$ cat config.mk
export PLATFORM = sky130hd
export DESIGN_NAME = exposure_sequencer
export DESIGN_NICKNAME = d
export VERILOG_FILES = /design/src/rtl/expo_pkg.sv /design/src/rtl/trig_sync.sv /design/src/rtl/line_timer.sv /design/src/rtl/expo_fsm.sv /design/src/rtl/video_gate.sv /design/src/rtl/exposure_sequencer.sv
export SDC_FILE = /design/constraint.sdc
export NUM_CORES = 1
export LEC_CHECK = 0
export BUFFER_PORTS_ARGS = -buffer_cell sky130_fd_sc_hd__buf_4
export CAP_MARGIN = 20
export CORE_AREA = 2 2 76 78
export DETAILED_ROUTE_END_ITERATION = 10
export DIE_AREA = 0 0 78 80
export SETUP_SLACK_MARGIN = 0.2
export SYNTH_ARGS = -nofsm -noshare
export SYNTH_HDL_FRONTEND = slang
export SYNTH_SLANG_ARGS = --single-unit
$ cat constraint.sdc
create_clock -name clk -period 2.75 [get_ports clk]
set_input_delay 0.1375 -clock clk [delete_from_list [all_inputs] [get_ports clk]]
set_output_delay 0.1375 -clock clk [all_outputs]
set_load 0.01 [all_outputs]
$ cat src/rtl/expo_pkg.sv
`timescale 1ns/1ps
// Package: shared state encoding for the exposure sequencer.
package expo_pkg;
    typedef enum logic [2:0] {
        SQ_IDLE,
        SQ_FLUSH_A,
        SQ_GAP,
        SQ_FLUSH_B,
        SQ_INTEG,
        SQ_READ
    } seq_state_t;
endpackage

$ cat src/rtl/trig_sync.sv
`timescale 1ns/1ps
// trig_sync: brings the asynchronous active-low trigger into the clock
// domain through two flops and flags its falling edge.
// Assumes: the trigger idles high; reset values match that idle level.
module trig_sync (
    input  logic clk,
    input  logic rst_n,
    input  logic trig_n,
    output logic trig_lvl,
    output logic trig_fell
);
    logic s1_q, s2_q, prev_q;

    // Two-stage synchroniser plus one delay flop for edge detection.
    always_ff @(posedge clk) begin
        if (!rst_n) begin
            s1_q   <= 1'b1;
            s2_q   <= 1'b1;
            prev_q <= 1'b1;
        end else begin
            s1_q   <= trig_n;
            s2_q   <= s1_q;
            prev_q <= s2_q;
        end
    end

    assign trig_lvl  = s2_q;
    assign trig_fell = prev_q & ~s2_q;
endmodule

$ cat src/rtl/line_timer.sv
`timescale 1ns/1ps
// line_timer: free-running clock-in-line and line-in-frame counters with
// an odd/even field flag. A restart request forces a fixed line of the
// odd field and the start of a line.
// Assumes: LINE_CLKS >= 2, 1 <= RESTART_LINE <= LINES/2.
module line_timer #(
    parameter int LINE_CLKS    = 64,
    parameter int LINES        = 525,
    parameter int RESTART_LINE = 6,
    parameter int LW           = 10,
    parameter int PW           = 6
) (
    input  logic          clk,
    input  logic          rst_n,
    input  logic          restart,
    output logic [PW-1:0] pix,
    output logic [LW-1:0] line,
    output logic          field_odd
);
    localparam int            HALF      = LINES / 2;
    localparam logic [PW-1:0] PIX_LAST  = PW'(LINE_CLKS - 1);
    localparam logic [LW-1:0] LINE_LAST = LW'(LINES);
    localparam logic [LW-1:0] LINE_HALF = LW'(HALF);
    localparam logic [LW-1:0] LINE_RST  = LW'(RESTART_LINE);

    // Advance position; restart has priority over normal counting.
    always_ff @(posedge clk) begin
        if (!rst_n) begin
            pix       <= '0;
            line      <= LW'(1);
            field_odd <= 1'b1;
        end else if (restart) begin
            pix       <= '0;
            line      <= LINE_RST;
            field_odd <= 1'b1;
        end else if (pix == PIX_LAST) begin
            pix <= '0;
            if (line == LINE_LAST) begin
                line      <= LW'(1);
                field_odd <= 1'b1;
            end else begin
                line <= line + 1'b1;
                if (line == LINE_HALF)
                    field_odd <= 1'b0;
            end
        end else begin
            pix <= pix + 1'b1;
        end
    end

    // line stays inside the frame
    a_r6_line_in_range: assert property (@(posedge clk) disable iff (!rst_n)
        (line >= LW'(1)) && (line <= LINE_LAST));

    // a non-zero position is always one step past the previous one
    a_r6_pix_steps: assert property (@(posedge clk) disable iff (!rst_n)
        (pix != '0) |-> (pix == $past(pix) + 1'b1));

    // the toggled field flag agrees with the line number
    a_r7_field_matches_line: assert property (@(posedge clk) disable iff (!rst_n)
        field_odd == (line <= LINE_HALF));
endmodule

$ cat src/rtl/expo_fsm.sv
`timescale 1ns/1ps
// expo_fsm: exposure sequence. Idle -> two flush strobes separated by a
// gap -> integration while the trigger is low -> one readout strobe.
// A trigger already high when the flush ends gives a one-cycle
// integration, then readout.
// Assumes: FLUSH_W, GAP_W, READ_W >= 1; CW holds the largest of them.
module expo_fsm
    import expo_pkg::*;
#(
    parameter int FLUSH_W = 8,
    parameter int GAP_W   = 4,
    parameter int READ_W  = 8,
    parameter int CW      = 4
) (
    input  logic clk,
    input  logic rst_n,
    input  logic trig_lvl,
    input  logic trig_fell,
    output logic xfer,
    output logic integ,
    output logic flush_go,
    output logic read_go
);
    localparam logic [CW-1:0] FL_LD = CW'(FLUSH_W - 1);
    localparam logic [CW-1:0] GP_LD = CW'(GAP_W - 1);
    localparam logic [CW-1:0] RD_LD = CW'(READ_W - 1);

    seq_state_t       st_q, st_d;
    logic [CW-1:0]    tmr_q;
    logic             ld;
    logic [CW-1:0]    ld_val;
    logic             tmr_done;

    assign tmr_done = (tmr_q == '0);

    // Next-state and timer-load selection.
    always_comb begin
        st_d   = st_q;
        ld     = 1'b0;
        ld_val = '0;
        case (st_q)
            SQ_IDLE: if (trig_fell) begin
                st_d = SQ_FLUSH_A; ld = 1'b1; ld_val = FL_LD;
            end
            SQ_FLUSH_A: if (tmr_done) begin
                st_d = SQ_GAP; ld = 1'b1; ld_val = GP_LD;
            end
            SQ_GAP: if (tmr_done) begin
                st_d = SQ_FLUSH_B; ld = 1'b1; ld_val = FL_LD;
            end
            SQ_FLUSH_B: if (tmr_done) st_d = SQ_INTEG;
            SQ_INTEG: if (trig_lvl) begin
                st_d = SQ_READ; ld = 1'b1; ld_val = RD_LD;
            end
            SQ_READ: if (tmr_done) st_d = SQ_IDLE;
            default: st_d = SQ_IDLE;
        endcase
    end

    // State and down-counting phase timer.
    always_ff @(posedge clk) begin
        if (!rst_n) begin
            st_q  <= SQ_IDLE;
            tmr_q <= '0;
        end else begin
            st_q  <= st_d;
            if (ld)
                tmr_q <= ld_val;
            else if (!tmr_done)
                tmr_q <= tmr_q - 1'b1;
        end
    end

    assign xfer     = (st_q == SQ_FLUSH_A) || (st_q == SQ_FLUSH_B) || (st_q == SQ_READ);
    assign integ    = (st_q == SQ_INTEG);
    assign flush_go = (st_q == SQ_IDLE) && (st_d == SQ_FLUSH_A);
    assign read_go  = (st_q != SQ_READ) && (st_d == SQ_READ);

    // an accepted falling edge produces a strobe on the next cycle
    a_r1_flush_follows_fall: assert property (@(posedge clk) disable iff (!rst_n)
        (st_q == SQ_IDLE && trig_fell) |=> xfer);

    // integration ends only into a readout strobe
    a_r3_integ_to_readout: assert property (@(posedge clk) disable iff (!rst_n)
        $fell(integ) |-> xfer);
endmodule

$ cat src/rtl/video_gate.sv
`timescale 1ns/1ps
// video_gate: opens the frame and line enables for the single odd field
// that follows a readout; black elsewhere.
// Assumes: the line timer restarts in the odd field on readout.
module video_gate #(
    parameter int H_ACTIVE     = 48,
    parameter int ACTIVE_START = 20,
    parameter int LW           = 10,
    parameter int PW           = 6
) (
    input  logic          clk,
    input  logic          rst_n,
    input  logic          read_go,
    input  logic          flush_go,
    input  logic [PW-1:0] pix,
    input  logic [LW-1:0] line,
    input  logic          field_odd,
    output logic          frame_en,
    output logic          line_en,
    output logic          blank
);
    localparam logic [LW-1:0] FIRST_ACT = LW'(ACTIVE_START);
    localparam logic [PW-1:0] PIX_ACT   = PW'(H_ACTIVE);

    logic armed_q;

    // Arm on readout; disarm on a new flush or once the odd field ends.
    always_ff @(posedge clk) begin
        if (!rst_n)
            armed_q <= 1'b0;
        else if (read_go)
            armed_q <= 1'b1;
        else if (flush_go || !field_odd)
            armed_q <= 1'b0;
    end

    assign frame_en = armed_q && field_odd && (line >= FIRST_ACT);
    assign line_en  = frame_en && (pix < PIX_ACT);
    assign blank    = ~line_en;

    // the frame enable never opens before the first active line
    a_r8_frame_window: assert property (@(posedge clk) disable iff (!rst_n)
        $rose(frame_en) |-> (line == FIRST_ACT) && (pix == '0));
endmodule

$ cat src/rtl/exposure_sequencer.sv
`timescale 1ns/1ps
// exposure_sequencer: top. Synchronises the trigger, runs the exposure
// sequence and the line timer, and gates one field of active video per
// exposure.
// Assumes: H_ACTIVE < LINE_CLKS, ACTIVE_START <= LINES/2.
module exposure_sequencer #(
    parameter int LINE_CLKS    = 64,
    parameter int H_ACTIVE     = 48,
    parameter int LINES        = 525,
    parameter int RESTART_LINE = 6,
    parameter int ACTIVE_START = 20,
    parameter int FLUSH_W      = 8,
    parameter int GAP_W        = 4,
    parameter int READ_W       = 8,
    localparam int LW          = $clog2(LINES + 1),
    localparam int PW          = $clog2(LINE_CLKS)
) (
    input  logic          clk,
    input  logic          rst_n,
    input  logic          trig_n,
    output logic          xfer_strb,
    output logic          integ_on,
    output logic [LW-1:0] line_no,
    output logic [PW-1:0] pix_no,
    output logic          field_odd,
    output logic          frame_en,
    output logic          line_en,
    output logic          blank
);
    localparam int W_MAX0 = (FLUSH_W > GAP_W) ? FLUSH_W : GAP_W;
    localparam int W_MAX  = (W_MAX0 > READ_W) ? W_MAX0 : READ_W;
    localparam int CW     = $clog2(W_MAX + 1);

    logic trig_lvl, trig_fell, flush_go, read_go;

    trig_sync u_sync (
        .clk      (clk),
        .rst_n    (rst_n),
        .trig_n   (trig_n),
        .trig_lvl (trig_lvl),
        .trig_fell(trig_fell)
    );

    expo_fsm #(
        .FLUSH_W(FLUSH_W), .GAP_W(GAP_W), .READ_W(READ_W), .CW(CW)
    ) u_fsm (
        .clk      (clk),
        .rst_n    (rst_n),
        .trig_lvl (trig_lvl),
        .trig_fell(trig_fell),
        .xfer     (xfer_strb),
        .integ    (integ_on),
        .flush_go (flush_go),
        .read_go  (read_go)
    );

    line_timer #(
        .LINE_CLKS(LINE_CLKS), .LINES(LINES), .RESTART_LINE(RESTART_LINE),
        .LW(LW), .PW(PW)
    ) u_timer (
        .clk      (clk),
        .rst_n    (rst_n),
        .restart  (read_go),
        .pix      (pix_no),
        .line     (line_no),
        .field_odd(field_odd)
    );

    video_gate #(
        .H_ACTIVE(H_ACTIVE), .ACTIVE_START(ACTIVE_START), .LW(LW), .PW(PW)
    ) u_gate (
        .clk      (clk),
        .rst_n    (rst_n),
        .read_go  (read_go),
        .flush_go (flush_go),
        .pix      (pix_no),
        .line     (line_no),
        .field_odd(field_odd),
        .frame_en (frame_en),
        .line_en  (line_en),
        .blank    (blank)
    );

    // the readout strobe starts on the restart line of the odd field
    a_r4_restart_on_readout: assert property (@(posedge clk) disable iff (!rst_n)
        ($rose(xfer_strb) && $past(integ_on)) |->
            (line_no == LW'(RESTART_LINE)) && (pix_no == '0) && field_odd);

    // no active video while the sensor integrates
    a_r9_no_enable_integ: assert property (@(posedge clk) disable iff (!rst_n)
        integ_on |-> !frame_en && blank);
endmodule

; After elaboration in Yosys (flattened, before gate mapping)
; Cells that the tools add are included.
[word_totals]
reg_bits = 28
n_memories = 0
rom_bits = 0
latchBits = 0
ramBits = 0
word_cells = 74
[classes]
n_mux = 25
div = 0
eq_ne = 12
n_reduce_logical = 18
order_cmp = 2
add_sub_neg = 3
multipliers = 0
shift = 0
bitwise_logic = 4
[op_table]
columns = op, n
row1 = two-way mux 3 bit, 11
row2 = case mux 3 bit (6 select lines), 1
row3 = case mux 4 bit (4 select lines), 1
row4 = adder 10 x 1 -> 10 bit (second input constant), 1
row5 = equality test 10 bit (second input constant), 1
row6 = equality test 10 x 9 -> 1 bit (second input constant), 1
row7 = greater-or-equal comparator 10 x 5 -> 1 bit (second input constant), 1
row8 = two-way mux 10 bit, 1
row9 = equality test 3 bit (second input constant), 3
row10 = two-way mux 4 bit, 2
row11 = two-way mux 1 bit, 7
row12 = adder 6 x 1 -> 6 bit (second input constant), 1
row13 = equality test 3 x 1 -> 1 bit (second input constant), 2
row14 = equality test 3 x 2 -> 1 bit (second input constant), 2
row15 = equality test 6 bit (second input constant), 1
row16 = < comparator 6 bit (second input constant), 1
row17 = nonzero test 2 bit, 3
row18 = logical AND 1 bit, 5
row19 = logical NOT 4 bit, 1
row20 = OR reduction 2 bit, 2
row21 = subtractor 4 x 1 -> 4 bit (second input constant), 1
row22 = logical NOT 3 bit, 1
row23 = logical OR 1 bit, 3
row24 = != test 3 bit (second input constant), 1
row25 = 8 further kinds, 10

; Depth between registers and ports, before layout
; Gate-level depths: netlist (run 1).
[logic_depth]
depth_word = 9
depth_mapped = 6
depth_no_buf = 6

; Modules after synthesis
; Synthesis (run 1) repeated with hierarchy kept, for this count alone.
[hier_totals]
cells_unflattened = 160
area_unflattened_um2 = 1477.7
[by_module_without_submodules]
columns = module, cells_each, area_each_um2, n_inst
row1 = line_timer, 92, 825.8, 1
row2 = expo_fsm, 51, 465.4, 1
row3 = video_gate, 10, 101.3, 1
row4 = trig_sync, 7, 85.1, 1

; Least setup slack after synthesis (run 1)
; Ideal clock, no wire load.
[synth_timing]
path_kind = reg-to-reg
start = reg u_timer.pix[0]
end = reg u_timer.line[3]
t_required_ns = 2.623
t_arrival_ns = 1.376
period_less_slack_ns = 1.504
path_stages_with_launch = 7
path_buffers = 1
path_slack_ns = 1.246
cell_sequence = dfxtp_1 ha_1 and3_1 buf_4 nand3_2 o211ai_2 nor2_1
[synth_between]
elab_chain_cells = 1
[synth_lines]
columns = element, line_no
row1 = "start, declared", line_timer.sv:16  ; output logic [PW-1:0] pix,
row2 = "start signal, assigned", line_timer.sv:47  ; pix <= pix + 1'b1;
row3 = equality test 6 bit, line_timer.sv:36  ; end else if (pix == PIX_LAST) begin
row4 = "end signal, assigned", line_timer.sv:42  ; line <= line + 1'b1;
row5 = "end, declared", line_timer.sv:17  ; output logic [LW-1:0] line,
; No other way between the ends.
; A chain may end at the register's enable or synchronous reset.

; Final worst setup path (run 1)
[layout_timing]
start = reg u_timer.pix[0]
end = reg u_timer.line[4]
; The elaborated chain is that of the path after synthesis.

==> results of run 1 <==
-- layout by cell type (no fill, tap or decap), drive strengths merged --
cell     n
nor4     2
nor3b    1
a211oi   2
mux2i    1
nand3   10
o211ai   1
nor2b    1
clkbuf   3
inv     10
nand2   11
and2     3
nand3b   1
xnor2    7
nand4    7
dfxtp   28
and3     4
nor3     6
and4     2
a21boi   1
buf     24
nand2b   3
a21oi    7
or3      1
xor2     6
a31oi    4
and4bb   2
o21ai    5
o21ba    1
o311ai   1
a21o     1
o21a     2
or3b     1
ha       6
nor2    21
-- through the flow --
| step | std cells | worst slack (ps) | hold WS [ps] | instance area [sq um] | power, uW |
|---|---|---|---|---|---|
| detailed placement | 255 | 1040 | 325 | 1660 | 722 |
| finish | 258 | 1040 | 45.3 | 1710 | 931 |
| global placement | 255 | 1090 | 325 | 1660 | 716 |
| global route | 258 | 829 | 38.9 | 1710 | 984 |
| CTS | 258 | 1020 | 40.6 | 1710 | 942 |
| floorplan | 164 | 1250 | 239 | 1420 | 669 |
-- final timing paths --
path | start | to | slack (ps)
worst min-delay path | trig_n | u_sync.s1_q | 50
worst min register to register | u_sync.s1_q | u_sync.trig_lvl | 420
worst max register to register | u_timer.pix[0] | u_timer.line[4] | 1040
worst max-delay path | u_timer.pix[0] | u_timer.line[4] | 1040
-- cells by family (layout without fill, tap and decap cells) --
group / after synthesis / after routing
adder cells (fa/ha/maj): 6 / 6
AND/OR/NAND/NOR: 76 / 76
AO/OA/AOI/OAI: 25 / 25
flip-flops: 28 / 28
XOR/XNOR: 13 / 13
buffers and inverters: 15 / 37
multiplexers: 1 / 1
-- routing by layer --
metal | GRT usage | part of all wire | routed length [microns] | vias to the layer above
met5 | 0 | 0 | 0 | -
met1 | 0.125 | 0.49 | 1430 | 573
met3 | 0.0136 | 0.034 | 100 | 2
li1 | - | - | - | 621
met4 | 0.0368 | 0.012 | 34 | 0
met2 | 0.144 | 0.46 | 1340 | 15
-- state kept, by name, summed over array words and instances, names as in the netlist --
| name | cells |
|---|---|
| u_gate.armed_q | 1 |
| u_sync.prev_q | 1 |
| u_sync.s1_q | 1 |
| u_fsm.tmr_q | 4 |
| u_timer.pix | 6 |
| u_timer.line | 10 |
| u_sync.trig_lvl | 1 |
| u_timer.field_odd | 1 |
| u_fsm.st_q | 3 |
-- power by group through the flow --
stage               registers, uW  clock network, uW  logic, uW
global route                  492                244        248
detailed placement            496                  0        226
CTS                           486                229        227
global placement              494                  0        223
floorplan                     482                  0        186
finish                        486                222        223
-- final cells by class --
cell class	instances	area share
Timing Repair Buffer	24	0.106
Clock buffer	3	0.0242
Sequential cell	28	0.329
Inverter	10	0.0220
Tap cell	72	0.0528
Multi-Input combinational cell	121	0.467
==> impl_metrics.toml, run 1 <==
[power_and_ir_drop]
ir_drop_mv = 0.294
sw_frac_of_total = 0.294
combPwrFrac = 0.239
p_clk_frac = 0.238
p_leak_uw = 0.000680
p_switching_uw = 274
p_seq_frac = 0.522
intPower_uw = 657
powerDensity_mw_per_mm2 = 546

[cts]
cts.clk_slew.worst_paths_ps = 90
cts_htree_levels = 1
clk_latency_ps = 270
cts-root-buf = "clkbuf_8"
cts_hold_buf = 0
cts_resized = 0
cts_setup_buffers = 0
cts_inserted_buffers = 3
cts_tree = "done"
clock_path_buffers = 2
cts.sinks = 28

[layout]
nNetsFinal = 197
syn_to_final_growth_pct = 20.1
fillers = 589
diodes = 0
regArea_sq_um = 561
multi_input_area_sq_um = 796
post-route-util = 0.316
drive_gt1_frac = 0.194

[logic_synthesis]
synth_top_family_by_area = "simple AND/OR/NAND/NOR gates"
ys_warn_count = 0
synth-compound-area-share = 0.126
synthAdderAreaFrac = 0.0529
netlist_top_cells_area = "dfxtp_1 (39%), nor2_1 (5.6%), ha_1 (5.3%), xnor2_1 (4.3%), xor2_1 (3.7%)"
synth_xor_area_frac = 0.0802
synth_top_area_share = 0.395
synth.largest_area_cell = "dfxtp_1"
yosysUniqueCellTypes = 39
yosysMostFrequentCell = "dfxtp_1"
ys_seq_area_frac = 0.395
synth_seq_cells = 28
synthTopCellsByCount = "dfxtp_1 (28), nor2_1 (21), nand2_1 (11)"
syn-cell-area_sq_mm = 0.00142
synth.avg_cell_area_sq_um = 8.66
synth_ff_type = "dfxtp_1"
synth-simple-area-share = 0.294
postSynth.asyncResetShare = 0
synth_cells = 164
synth_mux_area_frac = 0.00705
synth_edf_count = 0
synth_nets = 173

[floorplanning]
die_area_sq_mm = 0.00624
placementRows = 27
start_util = 0.263
io_pins = 25
die_h_microns = 80
core_sq_mm = 0.00541
die_w_microns = 78

[flow_run]
cap_violations = 0

[grt]
gr-total-overflow = 0
grt_pass1_vias = 1017
grtUsageTotal = 0.0915
grt_start_max_net_pins = 15
grt_antenna_before_repair = 0
grt_pass1_wl_mm = 4.76

[detailed_routing]
wl_per_cell_microns = 11.3
drt_iter0_drc = 49
drt_wl_total_mm = 2.91
drtAntennaViolNets = 0
vias = 1211
drcViolationCount = 0
dr.pass1.iters = 4
viasPerCell = 4.69

[timing]
fmax_mhz = 583
maxSlewViolCount = 0
setup_viol = 0
finalCritPeriodShare = 0.623
tns_ps = 0
fin_crit_ps = 1710
tightest_slew_ps = 415
slew-limit-headroom = 0.723
rsz0062_at_grt = "no"
finalHoldViolations = 0
skew_ps = 1.44

[worst_setup_path]
cp-end-kind = "flop"
cp.required_ps = 2900
crit_type = "flop to flop"
cp.buffers_inverters = 0
cp.arrival_ps = 1870
crit_path_start_kind = "flop"
max_stage_delay_ps = 390
cp_top_family = "simple AND/OR/NAND/NOR gates"
rr_worst_depth = 5
path_cells = "ha_1, and3_1, nand3_2, o211ai_2, nor2_1"
crit_cells = 5
cpMaxStageDelayCell = "dfxtp_1"
worstPathMaxFanout = 8

[placement]
hpwl_mm = 2.16
routabilityCongestion = 0.793
port_buffers = 24

[hold_path]
hold_depth = 2
min_path_type = "primary input to flop"

[run_status]
status = "finished clean"
No activity file was read; power rests on OpenSTA's default activity.
==> run 2, diff against run 1 <==
- clock period: 2.75 -> 1.6 ns (I/O delays scaled with it)
==> run 2 against run 1 <==
Against the previous run: die area unchanged; hold slack improved by 15 ps; design area increased by 20%; first-iteration DRC count increased by 96%; critical path depth unchanged; global-route usage increased by 1.8 points; sequential share of layout area decreased by 4.3 points; power increased by 88%; non-clock buffer count increased by 23; final cell count increased by 8.9%; worst setup slack got worse by 920 ps; largest power group unchanged; highest routed layer unchanged.
==> impl_metrics.toml, run 2 (synthesis gave the netlist of run 1 again) <==
[cts]
cts.clk_slew.worst_paths_ps = 90
cts_inserted_buffers = 3
cts-root-buf = "clkbuf_8"
clk_latency_ps = 270
cts_tree = "done"
cts.sinks = 28
clock_path_buffers = 2
cts_htree_levels = 1

[worst_setup_path]
cp.arrival_ps = 1410
cp.required_ps = 1520
cp-end-kind = "primary output"
r2r_slack_ps = 120
crit_path_start_kind = "flop"
worstPathMaxFanout = 4
crit_type = "flop to primary output"

[layout]
syn_to_final_growth_pct = 44.0
nNetsFinal = 220
diodes = 0
top_register = "u_timer.line"
final_cell_mix = "buf_4 (39), nor2_1 (19), dfxtp_1 (15)"
drive_gt1_frac = 0.407
final_common_cell = "buf_4"
largest_reg_flops = 10
reg_top3 = "u_timer.line: 10 flops, u_timer.pix: 6 flops, u_fsm.tmr_q: 4 flops"
stdcell_count = 281

[detailed_routing]
vias = 1294
dr.pass1.iters = 4
drt_iter0_drc = 96
viasPerCell = 4.60
drcViolationCount = 0
drtAntennaViolNets = 0
wl_per_cell_microns = 12.1
drt_wl_total_mm = 3.39

[timing]
finalCritPeriodShare = 0.930
finalHoldViolations = 0
fin_ws_ps = 112
skew_ps = 3.38
tightest_slew_ps = 347
fmax_mhz = 672
slew-limit-headroom = 0.767
maxSlewViolCount = 0
setup_viol = 0
rsz0062_at_grt = "yes"
fin_crit_ps = 1490
tns_ps = 0

[grt]
grt_start_max_net_pins = 15
grtUsageTotal = 0.110
grt_antenna_before_repair = 0
grt_pass1_vias = 1181
gr-total-overflow = 0
grt_pass1_wl_mm = 5.51

[floorplanning]
placementRows = 27
die_w_microns = 78
io_pins = 25
die_h_microns = 80
core_sq_mm = 0.00541
start_util = 0.263
die_area_sq_mm = 0.00624

[power_and_ir_drop]
p_seq_frac = 0.476
ir_drop_mv = 0.534
p_switching_uw = 515
intPower_uw = 1240
combPwrFrac = 0.309
p_clk_frac = 0.215
powerDensity_mw_per_mm2 = 858
p_leak_uw = 0.000821
sw_frac_of_total = 0.294

[placement]
dp.cells = 264
hpwl_mm = 2.30
place_ws_ps = 57.9
routabilityCongestion = 0.805
port_buffers = 24

[flow_run]
cap_violations = 0

[hold_path]
min_path_type = "primary input to flop"

[run_status]
status = "finished clean"
run 2: final timing paths:
path,from,endpoint,depth (start not counted)
worst max-delay path,u_timer.line[6],line_en,5
worst min-delay path,rst_n,u_sync.prev_q,2
worst max register to register,u_timer.line[6],u_timer.field_odd,7
worst min register to register,u_sync.s1_q,u_sync.trig_lvl,1
run 2: cell type report:
cell class | count | area (sq um)
Sequential cell | 28 | 584
Multi-Input combinational cell | 121 | 907
Tap cell | 72 | 90.1
Timing Repair Buffer | 47 | 382
Inverter | 10 | 40.0
Fill cell | 583 | 3360
Clock buffer | 3 | 41.3
run 2: per-stage QoR:
step                       util  area, sq um  hold slack, ps  power, uW
after global placement    0.325         1760             266       1270
after global routing      0.378         2040            60.8       1880
after CTS                 0.363         1960            55.1       1740
final                     0.378         2040            60.6       1750
after detailed placement  0.325         1760             266       1280
after floorplan               -         1450             181       1160
run 2: layer usage:
metal / up-vias / track usage / wire, microns
met5: - / 0 / 0
met4: 0 / 0.0316 / 38
met3: 2 / 0.0271 / 117
li1: 669 / - / -
met1: 603 / 0.144 / 1650
met2: 20 / 0.179 / 1590
run 2: timing repair:
action / in CTS / in global routing
setup endpoints to repair: 15 / 25
buffers inserted: 11 / 2
resized for setup: 21 / 17
endpoints found under the hold margin: 1 / 0
hold buffers: 1 / 0
pin swaps: 12 / 8
run 2: power groups by stage:
stage | clock network (uW) | registers, uW | logic (uW)
final | 377 | 835 | 542
after global routing | 436 | 846 | 598
after CTS | 396 | 824 | 522
after detailed placement | 0 | 841 | 437
after global placement | 0 | 836 | 429
after floorplan | 0 | 831 | 331
run 2: worst max-delay path: stages, from the launching register on:
cell	delay, ps
dfxtp_4	370
nor4_4	330
a31oi_2	170
nand2_1	100
inv_1	50
buf_6	110
==> run 3, diff against run 2 <==
- CELL_PAD_IN_SITES_DETAIL_PLACEMENT: not set -> 0
- CELL_PAD_IN_SITES_GLOBAL_PLACEMENT: not set -> 1
- PLACE_DENSITY_LB_ADDON: not set -> 0.1
==> run 3 against run 2 <==
Against the previous run: non-clock buffer count down 5; largest cell class unchanged; combinational power up 14%; critical path depth rose by 1; final cell count fell by 1.8%; critical endpoint is now u_fsm.tmr_q[0]; register-to-register slack improved by 20 ps.
==> impl_metrics.toml, run 3 (synthesis gave the netlist of run 1 again) <==
[power_and_ir_drop]
p_leak_uw = 0.000789
powerDensity_mw_per_mm2 = 945
ir_drop_mv = 0.359

[layout]
final_cell_mix = "buf_4 (41), nor2_1 (21), dfxtp_1 (16)"
reg_top3 = "u_timer.line: 10 flops, u_timer.pix: 6 flops, u_fsm.tmr_q: 4 flops"
drive_gt1_frac = 0.368
nNetsFinal = 215
syn_to_final_growth_pct = 37.9
largest_reg_flops = 10
final_common_cell = "buf_4"
top_register = "u_timer.line"
diodes = 0
fillers = 586

[timing]
setup_viol = 0
fmax_mhz = 683
tightest_slew_ps = 364
tns_ps = 0
slew-limit-headroom = 0.755
finalCritPeriodShare = 0.915
skew_ps = 1.71
fin_crit_ps = 1460
rsz0062_at_grt = "yes"
fin_ws_ps = 136
finalHoldViolations = 0
maxSlewViolCount = 0

[worst_setup_path]
cp-end-kind = "flop"
crit_path_start_kind = "flop"
worstPathMaxFanout = 3
rr_startpoint = "u_fsm.tmr_q[1]"
crit_end = "u_fsm.tmr_q[0]"
r2r_slack_ps = 140
crit_type = "flop to flop"
crit_start = "u_fsm.tmr_q[1]"
rr_worst_depth = 6
cp.arrival_ps = 1680
r2r-end = "u_fsm.tmr_q[0]"
cp.required_ps = 1820

[grt]
grt_pass1_vias = 1155
grt_antenna_before_repair = 0
grt_pass1_wl_mm = 5.60
grtUsageTotal = 0.113
gr-total-overflow = 0
grt_start_max_net_pins = 15

[cts]
clk_latency_ps = 270
cts_tree = "done"
cts_htree_levels = 1
cts-root-buf = "clkbuf_8"
cts.clk_slew.worst_paths_ps = 90
cts.sinks = 28
clock_path_buffers = 2
cts_inserted_buffers = 3

[detailed_routing]
drcViolationCount = 0
drt_wl_total_mm = 3.52
dr.pass1.iters = 4
wl_per_cell_microns = 12.8
viasPerCell = 4.63
drt_iter0_drc = 62
vias = 1278
drtAntennaViolNets = 0

[flow_run]
cap_violations = 0

[floorplanning]
start_util = 0.263
core_sq_mm = 0.00541
die_h_microns = 80
io_pins = 25
placementRows = 27
die_area_sq_mm = 0.00624
die_w_microns = 78

[hold_path]
min_path_type = "primary input to flop"
holdCritStartpoint = "rst_n"

[run_status]
status = "finished clean"

[placement]
port_buffers = 24
hpwl_mm = 2.52
place_ws_ps = 70.7
routabilityCongestion = 0.764
-- run 3: worst max-delay path, stage by stage, from the launching register on --
cell	delay, ps
dfxtp_2	340
inv_2	80
ha_4	140
and4bb_4	230
o21ba_4	160
o311ai_4	290
o21a_1	160
-- run 3: what timing repair did --
action	4_1_cts	5_1_grt
setup endpoints to repair	19	24
gates resized for setup	17	7
pin swaps	8	5
gates cloned	0	0
setup buffers	7	1
hold endpoints to repair	1	0
hold buffers	1	0
-- run 3: worst min path at each step --
| stage | slack, ps | to | depth (start not counted) |
|---|---|---|---|
| global route | 60 | u_sync.prev_q | 2 |
| global placement | 270 | u_sync.s1_q | 2 |
| detailed placement | 270 | u_sync.s1_q | 2 |
| CTS | 60 | u_sync.prev_q | 2 |
| floorplan | 180 | u_sync.s1_q | 1 |
| finish | 70 | u_sync.prev_q | 2 |
-- run 3: layout make-up --
type | instances | area (sq um) | area share
timing repair buffer | 42 | 318 | 0.162
sequential | 28 | 581 | 0.296
multi-input combinational | 121 | 891 | 0.455
tap | 72 | 90.1 | 0.0460
inverter | 10 | 37.5 | 0.0192
clock buffer | 3 | 41.3 | 0.0211
-- run 3: report_power, final --
group	internal (uW)	switching, uW	leakage [uW]
Combinational	356	264	0.000535
Clock	169	222	0.0000216
Sequential	765	72.7	0.000233
-- run 3: layer usage --
layer	routed length, microns	GRT usage
met1	1700	0.149
met2	1660	0.185
met3	122	0.0192
met4	47	0.0421
met5	0	0
-- run 3: stage by stage --
step | util | hold WS [ps] | cell area (sq um) | power (uW) | std cells
2_1_floorplan | - | 181 | 1450 | 1160 | 164
3_3_place_gp | 0.325 | 267 | 1760 | 1260 | 264
5_1_grt | 0.362 | 60.3 | 1960 | 1980 | 276
3_5_place_dp | 0.325 | 266 | 1760 | 1270 | 264
4_1_cts | 0.356 | 59.2 | 1920 | 1800 | 275
6_report | 0.362 | 69.6 | 1960 | 1850 | 276
